**config.mk**
```make
export PLATFORM = sky130hd
export DESIGN_NAME = rtc_bus_slave
export DESIGN_NICKNAME = d
export VERILOG_FILES = /design/src/rtl/rtc_bus_pkg.sv /design/src/rtl/i2c_line_sync.sv /design/src/rtl/rtc_freeze_bank.sv /design/src/rtl/i2c_slave_fsm.sv /design/src/rtl/rtc_bus_slave.sv
export SDC_FILE = /design/constraint.sdc
export NUM_CORES = 1
export LEC_CHECK = 0
export ABC_AREA = 1
export BUFFER_PORTS_ARGS = -buffer_cell sky130_fd_sc_hd__buf_2
export CAP_MARGIN = 10
export CORE_UTILIZATION = 38
export CTS_CLUSTER_DIAMETER = 150
export DETAILED_ROUTE_END_ITERATION = 7
export PLACE_DENSITY = 0.64
export SYNTH_ARGS = -nofsm -noshare
export SYNTH_HDL_FRONTEND = slang
export SYNTH_SLANG_ARGS = --single-unit
```
**constraint.sdc**
```tcl
create_clock -name clk -period 3.1 [get_ports clk]
set_input_delay 0.155 -clock clk [delete_from_list [all_inputs] [get_ports clk]]
set_output_delay 0.155 -clock clk [all_outputs]
set_load 0.01 [all_outputs]
```
**src/rtl/rtc_bus_pkg.sv**
```systemverilog
package rtc_bus_pkg;
  localparam int BYTE_W = 8;

  typedef enum logic [2:0] {
    ST_IDLE,
    ST_ADDR,
    ST_WORD,
    ST_WDATA,
    ST_ACK,
    ST_RDATA,
    ST_RACK
  } bus_st_e;
endpackage

```
**src/rtl/i2c_line_sync.sv**
```systemverilog
module i2c_line_sync #(
  parameter int STAGES = 2
) (
  input  logic clk,
  input  logic rst_n,
  input  logic scl_i,
  input  logic sda_i,
  output logic scl_o,
  output logic sda_o,
  output logic scl_rise,
  output logic scl_fall,
  output logic start_o,
  output logic stop_o
);
  logic [STAGES-1:0] scl_pipe, sda_pipe;
  logic scl_q, sda_q;

  always_ff @(posedge clk or negedge rst_n) begin
    if (!rst_n) begin
      scl_pipe <= '1;
      sda_pipe <= '1;
      scl_q    <= 1'b1;
      sda_q    <= 1'b1;
    end else begin
      scl_pipe <= {scl_pipe[STAGES-2:0], scl_i};
      sda_pipe <= {sda_pipe[STAGES-2:0], sda_i};
      scl_q    <= scl_pipe[STAGES-1];
      sda_q    <= sda_pipe[STAGES-1];
    end
  end

  assign scl_o    = scl_pipe[STAGES-1];
  assign sda_o    = sda_pipe[STAGES-1];
  assign scl_rise = scl_o & ~scl_q;
  assign scl_fall = ~scl_o & scl_q;
  // Data edges while the clock stays high form the framing conditions.
  assign start_o  = scl_o & scl_q & sda_q & ~sda_o;
  assign stop_o   = scl_o & scl_q & ~sda_q & sda_o;
endmodule

```
**src/rtl/rtc_freeze_bank.sv**
```systemverilog
module rtc_freeze_bank #(
  parameter int N_BYTES = 7
) (
  input  logic                  clk,
  input  logic                  rst_n,
  input  logic                  hold_set,
  input  logic                  hold_clr,
  input  logic [N_BYTES*8-1:0]  live_i,
  output logic [N_BYTES*8-1:0]  view_o,
  output logic                  frozen_o
);
  logic frozen_q, frozen_d, load;

  always_comb begin
    frozen_d = frozen_q;
    if (hold_clr)      frozen_d = 1'b0;
    else if (hold_set) frozen_d = 1'b1;
  end

  // Copy tracks live while open; a release reloads it on the same edge.
  assign load = ~frozen_q | hold_clr;

  always_ff @(posedge clk or negedge rst_n) begin
    if (!rst_n) begin
      frozen_q <= 1'b0;
      view_o   <= '0;
    end else begin
      frozen_q <= frozen_d;
      for (int b = 0; b < N_BYTES; b++) begin
        if (load) view_o[b*8 +: 8] <= live_i[b*8 +: 8];
      end
    end
  end

  assign frozen_o = frozen_q;
endmodule

```
**src/rtl/i2c_slave_fsm.sv**
```systemverilog
module i2c_slave_fsm
  import rtc_bus_pkg::*;
#(
  parameter logic [6:0] DEV_ADDR = 7'h68,
  parameter int         NREG     = 10,
  parameter int         PTR_W    = 4
) (
  input  logic             clk,
  input  logic             rst_n,
  input  logic             sda_s,
  input  logic             scl_rise,
  input  logic             scl_fall,
  input  logic             start_det,
  input  logic             stop_det,
  input  logic [7:0]       rd_byte,
  output logic             sda_oe,
  output logic             wr_en,
  output logic [PTR_W-1:0] wr_addr,
  output logic [7:0]       wr_data,
  output logic [PTR_W-1:0] ptr_o,
  output logic             take_o,
  output logic             hold_set
);
  localparam logic [PTR_W-1:0] LAST = PTR_W'(NREG - 1);

  bus_st_e          st, st_n, ret, ret_n;
  logic [3:0]       cnt, cnt_n;
  logic [7:0]       sh, sh_n, tx, tx_n, wd_n;
  logic [PTR_W-1:0] ptr, ptr_n, wa_n, ptr_inc;
  logic             nack, nack_n, oe_n, wr_n, load_tx;

  assign ptr_inc = (ptr >= LAST) ? '0 : ptr + PTR_W'(1);

  always_comb begin
    st_n = st;  ret_n = ret;  cnt_n = cnt;  sh_n = sh;  tx_n = tx;
    ptr_n = ptr;  nack_n = nack;  oe_n = sda_oe;
    wr_n = 1'b0;  wa_n = wr_addr;  wd_n = wr_data;
    load_tx = 1'b0;  take_o = 1'b0;  hold_set = 1'b0;
    if (stop_det) begin
      st_n = ST_IDLE;
      oe_n = 1'b0;
    end else if (start_det) begin
      st_n  = ST_ADDR;
      cnt_n = '0;
      oe_n  = 1'b0;
    end else begin
      case (st)
        ST_ADDR, ST_WORD, ST_WDATA: begin
          if (scl_rise && cnt != 4'd8) begin
            sh_n  = {sh[6:0], sda_s};
            cnt_n = cnt + 4'd1;
          end
          if (scl_fall && cnt == 4'd8) begin
            cnt_n = '0;
            st_n  = ST_ACK;
            oe_n  = 1'b1;
            if (st == ST_ADDR) begin
              if (sh[7:1] != DEV_ADDR) begin
                st_n = ST_IDLE;
                oe_n = 1'b0;
              end else if (sh[0]) begin
                ret_n    = ST_RDATA;
                hold_set = 1'b1;
              end else begin
                ret_n = ST_WORD;
              end
            end else if (st == ST_WORD) begin
              ptr_n = sh[PTR_W-1:0];
              ret_n = ST_WDATA;
            end else begin
              wr_n  = (ptr <= LAST);
              wa_n  = ptr;
              wd_n  = sh;
              ptr_n = ptr_inc;
              ret_n = ST_WDATA;
            end
          end
        end
        ST_ACK: begin
          if (scl_fall) begin
            oe_n  = 1'b0;
            cnt_n = '0;
            st_n  = ret;
            if (ret == ST_RDATA) load_tx = 1'b1;
          end
        end
        ST_RDATA: begin
          if (scl_rise) cnt_n = cnt + 4'd1;
          if (scl_fall) begin
            if (cnt == 4'd8) begin
              oe_n = 1'b0;
              st_n = ST_RACK;
            end else begin
              tx_n = {tx[6:0], 1'b0};
              oe_n = ~tx[6];
            end
          end
        end
        ST_RACK: begin
          if (scl_rise) nack_n = sda_s;
          if (scl_fall) begin
            if (nack) st_n = ST_IDLE;
            else      load_tx = 1'b1;
          end
        end
        default: ;
      endcase
      if (load_tx) begin
        tx_n   = rd_byte;
        oe_n   = ~rd_byte[7];
        take_o = 1'b1;
        ptr_n  = ptr_inc;
        cnt_n  = '0;
        st_n   = ST_RDATA;
      end
    end
  end

  always_ff @(posedge clk or negedge rst_n) begin
    if (!rst_n) begin
      st      <= ST_IDLE;
      ret     <= ST_IDLE;
      cnt     <= '0;
      sh      <= '0;
      tx      <= '0;
      ptr     <= '0;
      nack    <= 1'b0;
      sda_oe  <= 1'b0;
      wr_en   <= 1'b0;
      wr_addr <= '0;
      wr_data <= '0;
    end else begin
      st      <= st_n;
      ret     <= ret_n;
      cnt     <= cnt_n;
      sh      <= sh_n;
      tx      <= tx_n;
      ptr     <= ptr_n;
      nack    <= nack_n;
      sda_oe  <= oe_n;
      wr_en   <= wr_n;
      wr_addr <= wa_n;
      wr_data <= wd_n;
    end
  end

  assign ptr_o = ptr;
endmodule

```
**src/rtl/rtc_bus_slave.sv**
```systemverilog
module rtc_bus_slave
  import rtc_bus_pkg::*;
#(
  parameter logic [6:0] DEV_ADDR    = 7'h68,
  parameter int         N_TIME      = 7,
  parameter int         N_CTRL      = 3,
  parameter int         SYNC_STAGES = 2,
  localparam int        NREG        = N_TIME + N_CTRL,
  localparam int        PTR_W       = $clog2(NREG)
) (
  input  logic                       clk,
  input  logic                       rst_n,
  input  logic                       scl_i,
  input  logic                       sda_i,
  output logic                       sda_oe,
  input  logic [N_TIME*BYTE_W-1:0]   time_live,
  input  logic [N_CTRL*BYTE_W-1:0]   ctrl_rd,
  output logic                       wr_en,
  output logic [PTR_W-1:0]           wr_addr,
  output logic [BYTE_W-1:0]          wr_data
);
  localparam int SLOTS = 2 ** PTR_W;

  logic [1:0]                 rst_pipe;
  logic                       rst_sn;
  logic                       scl_s, sda_s, scl_rise, scl_fall, start_det, stop_det;
  logic [PTR_W-1:0]           cur_ptr;
  logic                       rd_take, hold_set, hold_clr, frozen;
  logic [N_TIME*BYTE_W-1:0]   time_view;
  logic [BYTE_W-1:0]          slot [SLOTS];
  logic [BYTE_W-1:0]          rd_byte;

  always_ff @(posedge clk or negedge rst_n) begin
    if (!rst_n) rst_pipe <= '0;
    else        rst_pipe <= {rst_pipe[0], 1'b1};
  end
  assign rst_sn = rst_pipe[1];

  i2c_line_sync #(.STAGES(SYNC_STAGES)) u_sync (
    .clk(clk), .rst_n(rst_sn), .scl_i(scl_i), .sda_i(sda_i),
    .scl_o(scl_s), .sda_o(sda_s), .scl_rise(scl_rise), .scl_fall(scl_fall),
    .start_o(start_det), .stop_o(stop_det)
  );

  i2c_slave_fsm #(.DEV_ADDR(DEV_ADDR), .NREG(NREG), .PTR_W(PTR_W)) u_fsm (
    .clk(clk), .rst_n(rst_sn), .sda_s(sda_s), .scl_rise(scl_rise),
    .scl_fall(scl_fall), .start_det(start_det), .stop_det(stop_det),
    .rd_byte(rd_byte), .sda_oe(sda_oe), .wr_en(wr_en), .wr_addr(wr_addr),
    .wr_data(wr_data), .ptr_o(cur_ptr), .take_o(rd_take), .hold_set(hold_set)
  );

  // Any control slot handed to the shifter ends the time snapshot.
  assign hold_clr = stop_det | (rd_take & (cur_ptr >= PTR_W'(N_TIME)));

  rtc_freeze_bank #(.N_BYTES(N_TIME)) u_freeze (
    .clk(clk), .rst_n(rst_sn), .hold_set(hold_set), .hold_clr(hold_clr),
    .live_i(time_live), .view_o(time_view), .frozen_o(frozen)
  );

  for (genvar g = 0; g < SLOTS; g++) begin : g_slot
    if (g < N_TIME) begin : g_time
      assign slot[g] = time_view[g*BYTE_W +: BYTE_W];
    end else if (g < NREG) begin : g_ctrl
      assign slot[g] = ctrl_rd[(g-N_TIME)*BYTE_W +: BYTE_W];
    end else begin : g_none
      assign slot[g] = '0;
    end
  end

  assign rd_byte = slot[cur_ptr];
endmodule

```
==> results of run 1 <==
## flip-flops by register name (all words and copies together) (netlist names)
name               flops
rst_pipe               2
u_sync.sda_q           1
u_fsm.wr_data          8
u_fsm.tx               7
u_fsm.nack             1
u_sync.scl_pipe        2
u_sync.scl_q           1
u_fsm.wr_en            1
u_fsm.cnt              4
u_fsm.wr_addr          4
u_fsm.st               3
u_fsm.ret              3
u_fsm.sda_oe           1
u_freeze.frozen_o      1
u_fsm.sh               8
u_fsm.ptr_o            4
u_sync.sda_pipe        2
u_freeze.view_o       56
## power groups by stage
stage	Clock, W	Combinational, W	Sequential, W
after floorplan	0	0.000570	0.00165
after global routing	0.00119	0.000913	0.00169
after detailed placement	0	0.000792	0.00169
final	0.00111	0.000799	0.00167
after CTS	0.00113	0.000801	0.00167
after global placement	0	0.000791	0.00169
## synthesized netlist by cell type, types with 2 or more instances
cell type  number
a21oi_1        39
a31oi_1         2
buf_2           8
buf_4           2
buf_6           6
clkbuf_1       15
clkbuf_2        2
dfrtp_1       103
dfstp_2         6
ha_1            5
inv_1          96
nand2_1       191
nand3_1        44
nand3_2         3
nand4_1         4
nor2_1         38
nor3_1          4
o211ai_1        5
o21ai_0        91
o21ai_1        28
o22ai_1         3
xor2_1          2
## per-layer routing
layer | up-vias | global-route usage | routed length, um
met2 | 127 | 0.313 | 6160
met1 | 2231 | 0.283 | 6700
li1 | 2447 | - | -
met5 | - | 0 | 0
met3 | 14 | 0.0501 | 784
met4 | 0 | 0.0448 | 141
## logic make-up after synthesis
kind of cell	Yosys count	synth area share
compound gates	172	0.163
xor+xnor	3	0.00480
fa+ha+maj	5	0.0114
buf+inv	131	0.102
flops	109	0.500
other cells	1	0.000685
simple gates	289	0.218
## stage by stage
stage | cells | setup WS, ns
detailed placement | 961 | 1.02
floorplan | 710 | 1.28
finish | 984 | 1.02
global route | 984 | 0.804
global placement | 961 | 1.09
CTS | 984 | 1.01
## worst paths after layout
check / startpoint / endpoint / slack [ns]
worst max-delay path: u_fsm.ptr_o[0] / u_fsm.tx[5] / 1.02
worst max register to register: u_fsm.ptr_o[0] / u_fsm.tx[5] / 1.02
max in group asynchronous: rst_pipe[1] / u_freeze.view_o[7] / 1.94
min in group asynchronous: rst_n / rst_pipe[1] / 0.10
worst min-delay path: time_live[12] / u_freeze.view_o[12] / 0.005
worst min register to register: u_sync.scl_pipe[0] / u_sync.scl_pipe[1] / 0.35
## critical path: cells and delay by family (launching register included)
family / cells / cell delay, ns
buf+inv: 2 / 0.82
compound gates: 2 / 0.18
simple gates: 5 / 0.43
flops: 1 / 0.53
## area by class of cell
class                   count  area share
clock buffers              12      0.0383
well taps                 180      0.0350
multi-input cells         470       0.340
inverters                  97      0.0566
repair buffers            112      0.0995
flip-flops and latches    109       0.426
clock inverters             4     0.00505
==> results.yml, run 1 <==
pwr:
  p_sw_frac: 0.325
  intPower_w: 0.00241
  totalPowerFinal_w: 0.00357
  p_comb_frac: 0.224
  cellPowerDensity_nw_per_um2: 555
  switching_power_w: 0.00116
  pwr-share-seq: 0.467
  vdd_drop_max_mv: 0.322
  leakagePower_nw: 3.42
  p_clk_frac: 0.309
floorplanning:
  core_um2: 14000
  dieArea_um2: 14900
  rows: 43
  die_h_um: 122
  die_w_um: 122
  boundaryPins: 98
  initial_utilization: 0.391
sta:
  slew_headroom: 0.436
  period_share: 0.672
  rsz0062_at_grt: "no"
  setup-violations-final: 0
  hold_viol_final: 0
  setup_tns_ns: 0
  clock_skew_ns: 0.00995
  max_freq_mhz: 480
  final_max_slew_viol_count: 0
  min_period_ns: 2.08
  tightest_slew_ns: 0.846
  hold_ws_ns: 0.00470
clock_tree:
  numCtsBuffers: 9
  post_cts_buffers: 0
  cts_hold_buf: 7
  tritoncts: "yes"
  cts_max_path_buffers: 2
  cts_root_buf: "clkbuf_16"
  clk_pin_slew_ns: 0.07
  htreeDepth: 3
  cts.sinks: 109
  clock_latency_ns: 0.36
  cts-resized-gates: 0
global_route:
  grt_pass1_vias: 4645
  grt_max_degree: 75
  gr-total-overflow: 0
  grt_pass1_wl_mm: 22.9
  track_usage: 0.202
  grt_antenna_before_repair: 0
drt:
  first_iter_violations: 303
  drc: 0
  drtAntennaViolNets: 0
  via_count: 4819
  postRouteWirelength_mm: 13.8
  viasPerCell: 4.90
  first_pass_iters: 5
  wl_per_cell_um: 14.0
outcome:
  status: "complete, no violations"
placed_design:
  gp_congestion: 0.801
  placed_area_um2: 6090
  dp_hpwl_mm: 9.77
  io_buffers: 97
synth:
  syn_nets: 799
  post_synth.cell_area_avg_um2: 7.71
  ys_seq_area_frac: 0.500
  ys_seq_elements: 109
  synth_top_area_frac: 0.471
  syn_inst: 710
  yosysWarnings: 0
  synth.area.top_cells: "dfrtp_1 (47%), nand2_1 (13%), o21ai_0 (8.3%)"
  netlist_area_um2: 5470
  synth_flop_cell: "dfrtp_1"
  async_reset_ff_frac: 1.00
  synth-edff-count: 0
  ys_types: 35
  yosysTopAreaCell: "dfrtp_1"
setup_path:
  endpoint_kind: "flop"
  worst_path_largest_cell_delay_ns: 0.56
  start_kind: "flop"
  path_cells: "inv_1 -> buf_4 -> a21oi_1 -> o21ai_0 -> nand3_1 -> nand3_1 -> nand2_1 -> nand2_1 -> nand2_1"
  crit_type: "reg -> reg"
  crit_required_ns: 3.35
  cp_slowest_cell: "inv_1"
  arrival_ns: 2.34
  timing.reg2reg.worst_path_depth: 9
  path_common_cell: "nand2_1"
  crit_fanout: 18
hold_path:
  hold_depth: 3
  hp-class: "in -> reg"
finish:
  fillers: 1439
  mostFrequentLayoutCell: "nand2_1"
  multi_input_area_um2: 2190
  final_area_um2: 6440
  ff_latch_area_um2: 2740
  area_growth_pct: 17.6
  final_core_util: 0.460
  antenna_cells: 0
  nets: 888
  drive_above_1_share: 0.170
  layout_common_cells: "nand2_1 (191), dfrtp_1 (101), buf_2 (97)"
job:
  cap_viol_max_count: 0
Note: power is estimated with default switching activity, not from simulation.
==> inputs of run 2 (changes only) <==
Clock period 3.1 ns to 1.72 ns, I/O delays scaled along.
==> run 2 against run 1 <==
The flow now finishes with violations (negative setup slack). Clock-buffer cell count decreased by 1. Via count increased by 11%. Clock skew increased by 0.0032 ns. Register-to-register slack got worse by 1.0 ns. Critical path type unchanged. Hold slack improved by 0.047 ns. Flip-flop and latch count unchanged. Final cell count increased by 11%. Core utilization increased by 11 points. Largest cell class unchanged. Routed wire length increased by 17%.
==> results.yml, run 2 (synthesis gave the netlist of run 1 again) <==
outcome:
  status: "complete, but fails checks"
  violations: "negative setup slack"
setup_path:
  crit_type: "reg -> reg"
  crit_fanout: 6
  worst_path_largest_cell_delay_ns: 0.57
  path_cells: "inv_2 -> nand2_2 -> nor2_2 -> nand3_2 -> inv_2 -> o21ai_4 -> nand3_4 -> clkbuf_16 -> clkbuf_16 -> nand2_2 -> o21ai_1"
  start_kind: "flop"
  cp_slowest_cell: "dfstp_2"
  arrival_ns: 1.97
  reg2reg_to: "u_freeze.view_o[10]"
  crit_required_ns: 1.95
  rrSetupSlack_ns: -0.02
  timing.reg2reg.worst_path_depth: 11
  endpoint_kind: "flop"
  timing.rr.start: "u_sync.scl_pipe[1]"
sta:
  period_share: 1.01
  clock_skew_ns: 0.0131
  min_period_ns: 1.74
  max_freq_mhz: 575
  fin_ws_ns: -0.0195
  setup_tns_ns: -0.0299
  final_max_slew_viol_count: 0
  hold_ws_ns: 0.0513
  setup-violations-final: 3
  rsz0062_at_grt: "yes"
  hold_viol_final: 0
finish:
  area_growth_pct: 45.2
  fillers: 1248
  ff_latch_area_um2: 2740
  mostFrequentLayoutCell: "nand2_1"
  largest_reg_flops: 56
  largestRegisters: "u_freeze.view_o: 56 flops, u_fsm.sh: 8 flops, u_fsm.wr_data: 8 flops"
  antenna_cells: 0
  largest-register: "u_freeze.view_o"
  stdcell_count: 1091
  final_core_util: 0.568
  drive_above_1_share: 0.292
  multi_input_area_um2: 2470
  nets: 995
  layout_common_cells: "nand2_1 (156), dfrtp_1 (100), buf_2 (97)"
floorplanning:
  die_w_um: 122
  die_h_um: 122
  dieArea_um2: 14900
  boundaryPins: 98
  initial_utilization: 0.391
  rows: 43
  core_um2: 14000
pwr:
  vdd_drop_max_mv: 0.759
  cellPowerDensity_nw_per_um2: 871
  leakagePower_nw: 4.05
  totalPowerFinal_w: 0.00692
global_route:
  gr-total-overflow: 0
  grt_pass1_vias: 5021
  track_usage: 0.207
  grt_pass1_wl_mm: 23.8
  grt_antenna_before_repair: 0
  grt_max_degree: 50
drt:
  postRouteWirelength_mm: 16.2
  drc: 0
  first_iter_violations: 370
  viasPerCell: 4.92
  first_pass_iters: 5
  via_count: 5369
  wl_per_cell_um: 14.8
  drtAntennaViolNets: 0
placed_design:
  gp_congestion: 0.900
  io_buffers: 97
  dp_hpwl_mm: 9.72
  dp.cells: 990
hold_path:
  hp-class: "in -> async"
clock_tree:
  numCtsBuffers: 9
  cts_root_buf: "clkbuf_16"
  clock_latency_ns: 0.36
  cts.sinks: 109
  tritoncts: "yes"
  htreeDepth: 3
  clk_pin_slew_ns: 0.07
  cts_max_path_buffers: 2
job:
  cap_viol_max_count: 0
==> run 2: cell types whose count changed in the layout (fill, tap and decap cells not counted), sizes merged <==
cell,change
buf,+45
bufinv,+1
inv,-1
nand3,+1
clkinvlp,+2
clkinv,-1
clkbuf,+8
dlygate4sd3,+52
==> run 2: repair_timing <==
item | in CTS | in global routing
setup buffers | 0 | 11
cloned | 0 | 15
endpoints found under the setup margin | 3 | 85
hold buffers | 59 | 0
endpoints found under the hold margin | 60 | 0
resized for setup | 1 | 121
pin swaps | 1 | 6
==> run 2: worst max-delay path, delay by kind of cell, from the launching register on <==
family,cells,cell delay [ns]
DFF,1,0.57
AOI/OAI and AO/OA,2,0.16
and+or+nand+nor,5,0.42
buffers and inverters,4,0.46
==> run 2: metrics by stage <==
step	area [um2]	setup slack, ns
6_report	7940	-0.0195
5_1_grt	7940	-0.0833
4_1_cts	7270	0.00885
3_5_place_dp	6380	0.0119
3_3_place_gp	6380	0.0192
2_1_floorplan	5480	0.0749
==> run 2: how the worst max path moves through the flow <==
stage / from / to / slack [ns] / cells past startpoint
floorplan: u_fsm.ptr_o[1] / u_fsm.ptr_o[0] / 0.07 / 10
global placement: u_fsm.ptr_o[2] / u_fsm.tx[2] / 0.02 / 7
detailed placement: u_sync.scl_q / u_freeze.view_o[25] / 0.01 / 8
CTS: u_sync.scl_q / u_freeze.view_o[25] / 0.009 / 8
global route: u_sync.scl_pipe[1] / u_freeze.view_o[10] / -0.08 / 11
finish: u_sync.scl_pipe[1] / u_freeze.view_o[10] / -0.02 / 11
==> run 2: where the power goes <==
part | internal, W | total [W] | switching (W)
Sequential | 0.00278 | 0.00295 | 0.000165
Combinational | 0.000804 | 0.00186 | 0.00106
Clock | 0.00114 | 0.00211 | 0.000971
Total | 0.00473 | 0.00692 | 0.00219
==> run 2: per-layer routing <==
layer | wire [um] | track usage
met2 | 7690 | 0.331
met1 | 7410 | 0.281
met5 | 0 | 0
met4 | 344 | 0.0741
met3 | 750 | 0.0356
==> run 2: area by class of cell <==
| type | count | area share |
|---|---|---|
| clock buffer | 11 | 0.0293 |
| multi-input combinational | 471 | 0.311 |
| tap | 180 | 0.0284 |
| sequential | 109 | 0.345 |
| inverter | 97 | 0.0466 |
| clock inverter | 5 | 0.00772 |
| timing repair buffer | 218 | 0.231 |
==> inputs of run 3 (changes only) <==
Settings changed: PLACE_DENSITY 0.64 to 0.58.
==> run 3 against run 2 <==
The flow now finishes without violations. Global-route usage rose by 0.077 points. Sequential share of layout area up 1.4 points. Core utilization fell by 2.1 points. Final cell count shrank 0.46%. Cell area shrank 3.7%. Critical path type unchanged. Largest cell class unchanged. Largest power group unchanged.
==> results.yml, run 3 (synthesis gave the netlist of run 1 again) <==
outcome:
  status: "complete, no violations"
drt:
  first_pass_iters: 4
  wl_per_cell_um: 14.6
  viasPerCell: 4.91
  drc: 0
  drtAntennaViolNets: 0
  via_count: 5332
  first_iter_violations: 252
  postRouteWirelength_mm: 15.9
setup_path:
  timing.rr.start: "u_sync.scl_pipe[1]"
  crit_fanout: 7
  cp-startpoint: "u_sync.scl_pipe[1]"
  worst-path-buf-inv: 4
  path_delay_family: "flip-flops"
  cp_slowest_cell: "dfstp_2"
  endpoint_kind: "flop"
  arrival_ns: 1.93
  worst_path_largest_cell_delay_ns: 0.57
  crit_type: "reg -> reg"
  start_kind: "flop"
  crit_required_ns: 1.96
  path_cells: "inv_2 -> nand2_4 -> nor2_4 -> nand3_4 -> inv_2 -> o21ai_2 -> nand3_4 -> clkbuf_16 -> clkbuf_16 -> nand2_1 -> o21ai_0"
global_route:
  track_usage: 0.207
  grt_antenna_before_repair: 0
  grt_pass1_vias: 5028
  grt_use_met1: 0.284
  grt_max_degree: 47
  grt_pass1_wl_mm: 23.8
  use_met2: 0.337
  grt-busiest-layer: "met2"
  gr-total-overflow: 0
  use_met3: 0.0346
sta:
  min_period_ns: 1.69
  period_share: 0.981
  clock_skew_ns: 0.00821
  setup-violations-final: 0
  rsz0062_at_grt: "yes"
  slew_headroom: 0.651
  hold_viol_final: 0
  max_freq_mhz: 593
  setup_tns_ns: 0
  tightest_slew_ns: 0.524
  final_max_slew_viol_count: 0
clock_tree:
  cts_root_buf: "clkbuf_16"
  htreeDepth: 3
  clk_pin_slew_ns: 0.07
  clock_latency_ns: 0.36
  tritoncts: "yes"
  cts_max_path_buffers: 2
  numCtsBuffers: 9
  cts.sinks: 109
pwr:
  cellPowerDensity_nw_per_um2: 896
  totalPowerFinal_w: 0.00685
  leakagePower_nw: 3.98
  vdd_drop_max_mv: 0.585
finish:
  layout_common_cells: "nand2_1 (188), dfrtp_1 (98), buf_2 (97)"
  area_growth_pct: 39.7
  largest_reg_flops: 56
  final_area_um2: 7640
  largest-register: "u_freeze.view_o"
  nets: 990
  antenna_cells: 0
  largestRegisters: "u_freeze.view_o: 56 flops, u_fsm.sh: 8 flops, u_fsm.wr_data: 8 flops"
  mostFrequentLayoutCell: "nand2_1"
  drive_above_1_share: 0.230
  fillers: 1292
floorplanning:
  rows: 43
  boundaryPins: 98
  die_w_um: 122
  core_um2: 14000
  initial_utilization: 0.391
  die_h_um: 122
  dieArea_um2: 14900
placed_design:
  gp_congestion: 0.891
  placed_area_um2: 6390
  dp_hpwl_mm: 10.4
  io_buffers: 97
job:
  cap_viol_max_count: 0
hold_path:
  hp-class: "in -> async"
[run 3: repair_timing]
action,4_1_cts,5_1_grt
gates resized for setup,2,49
gates cloned,0,12
hold endpoints to repair,60,0
buffers inserted,0,8
hold buffers,59,0
pin swaps,0,7
setup endpoints to repair,2,91
[run 3: worst reg2reg max path, cell delays in order (launching register included)]
cell and delay [ns]:
dfstp_2 0.57, inv_2 0.06, nand2_4 0.10, nor2_4 0.05, nand3_4 0.07, inv_2 0.05, o21ai_2 0.07, nand3_4 0.12
clkbuf_16 0.19, clkbuf_16 0.16, nand2_1 0.06, o21ai_0 0.07
[run 3: metal layers]
layer,wire [um],share of wire
met1,7470,0.47
met3,725,0.046
met2,7550,0.47
met5,0,0
met4,156,0.0098
[run 3: through the flow]
step                      cells  setup slack, ns  hold slack [ns]  utilization
after detailed placement    991          0.00240           -0.124        0.457
after global routing       1086          -0.0745           0.0257        0.547
after global placement      991           0.0301           -0.130        0.457
after CTS                  1066         0.000690           0.0264        0.520
after floorplan             710           0.0749           -0.210            -
final                      1086           0.0323           0.0328        0.547
[run 3: area by class of cell]
| cell class | count | area (um2) | share of cell area |
|---|---|---|---|
| flip-flops and latches | 109 | 2740 | 0.359 |
| inverters | 97 | 368 | 0.0481 |
| well taps | 180 | 225 | 0.0295 |
| multi-input cells | 470 | 2250 | 0.295 |
| repair buffers | 214 | 1770 | 0.231 |
| clock buffers | 12 | 236 | 0.0309 |
| clock inverters | 4 | 50.0 | 0.00655 |
[run 3: report_power, final]
part           total [W]  internal (W)  switching, W
Clock            0.00208       0.00113      0.000953
Combinational    0.00180      0.000774       0.00102
Sequential       0.00297       0.00278      0.000181
Total            0.00685       0.00469       0.00216
[run 3: worst paths after layout]
kind | endpoint | slack, ns | depth (start not counted)
hold / removal | rst_pipe[1] | 0.03 | 2
setup reg to reg | u_freeze.view_o[38] | 0.03 | 11
setup / recovery | u_freeze.view_o[38] | 0.03 | 11
max in group asynchronous | u_freeze.view_o[22] | 0.87 | 1
min in group clk | u_fsm.tx[5] | 0.22 | 7
hold reg to reg | u_fsm.wr_addr[1] | 0.32 | 0
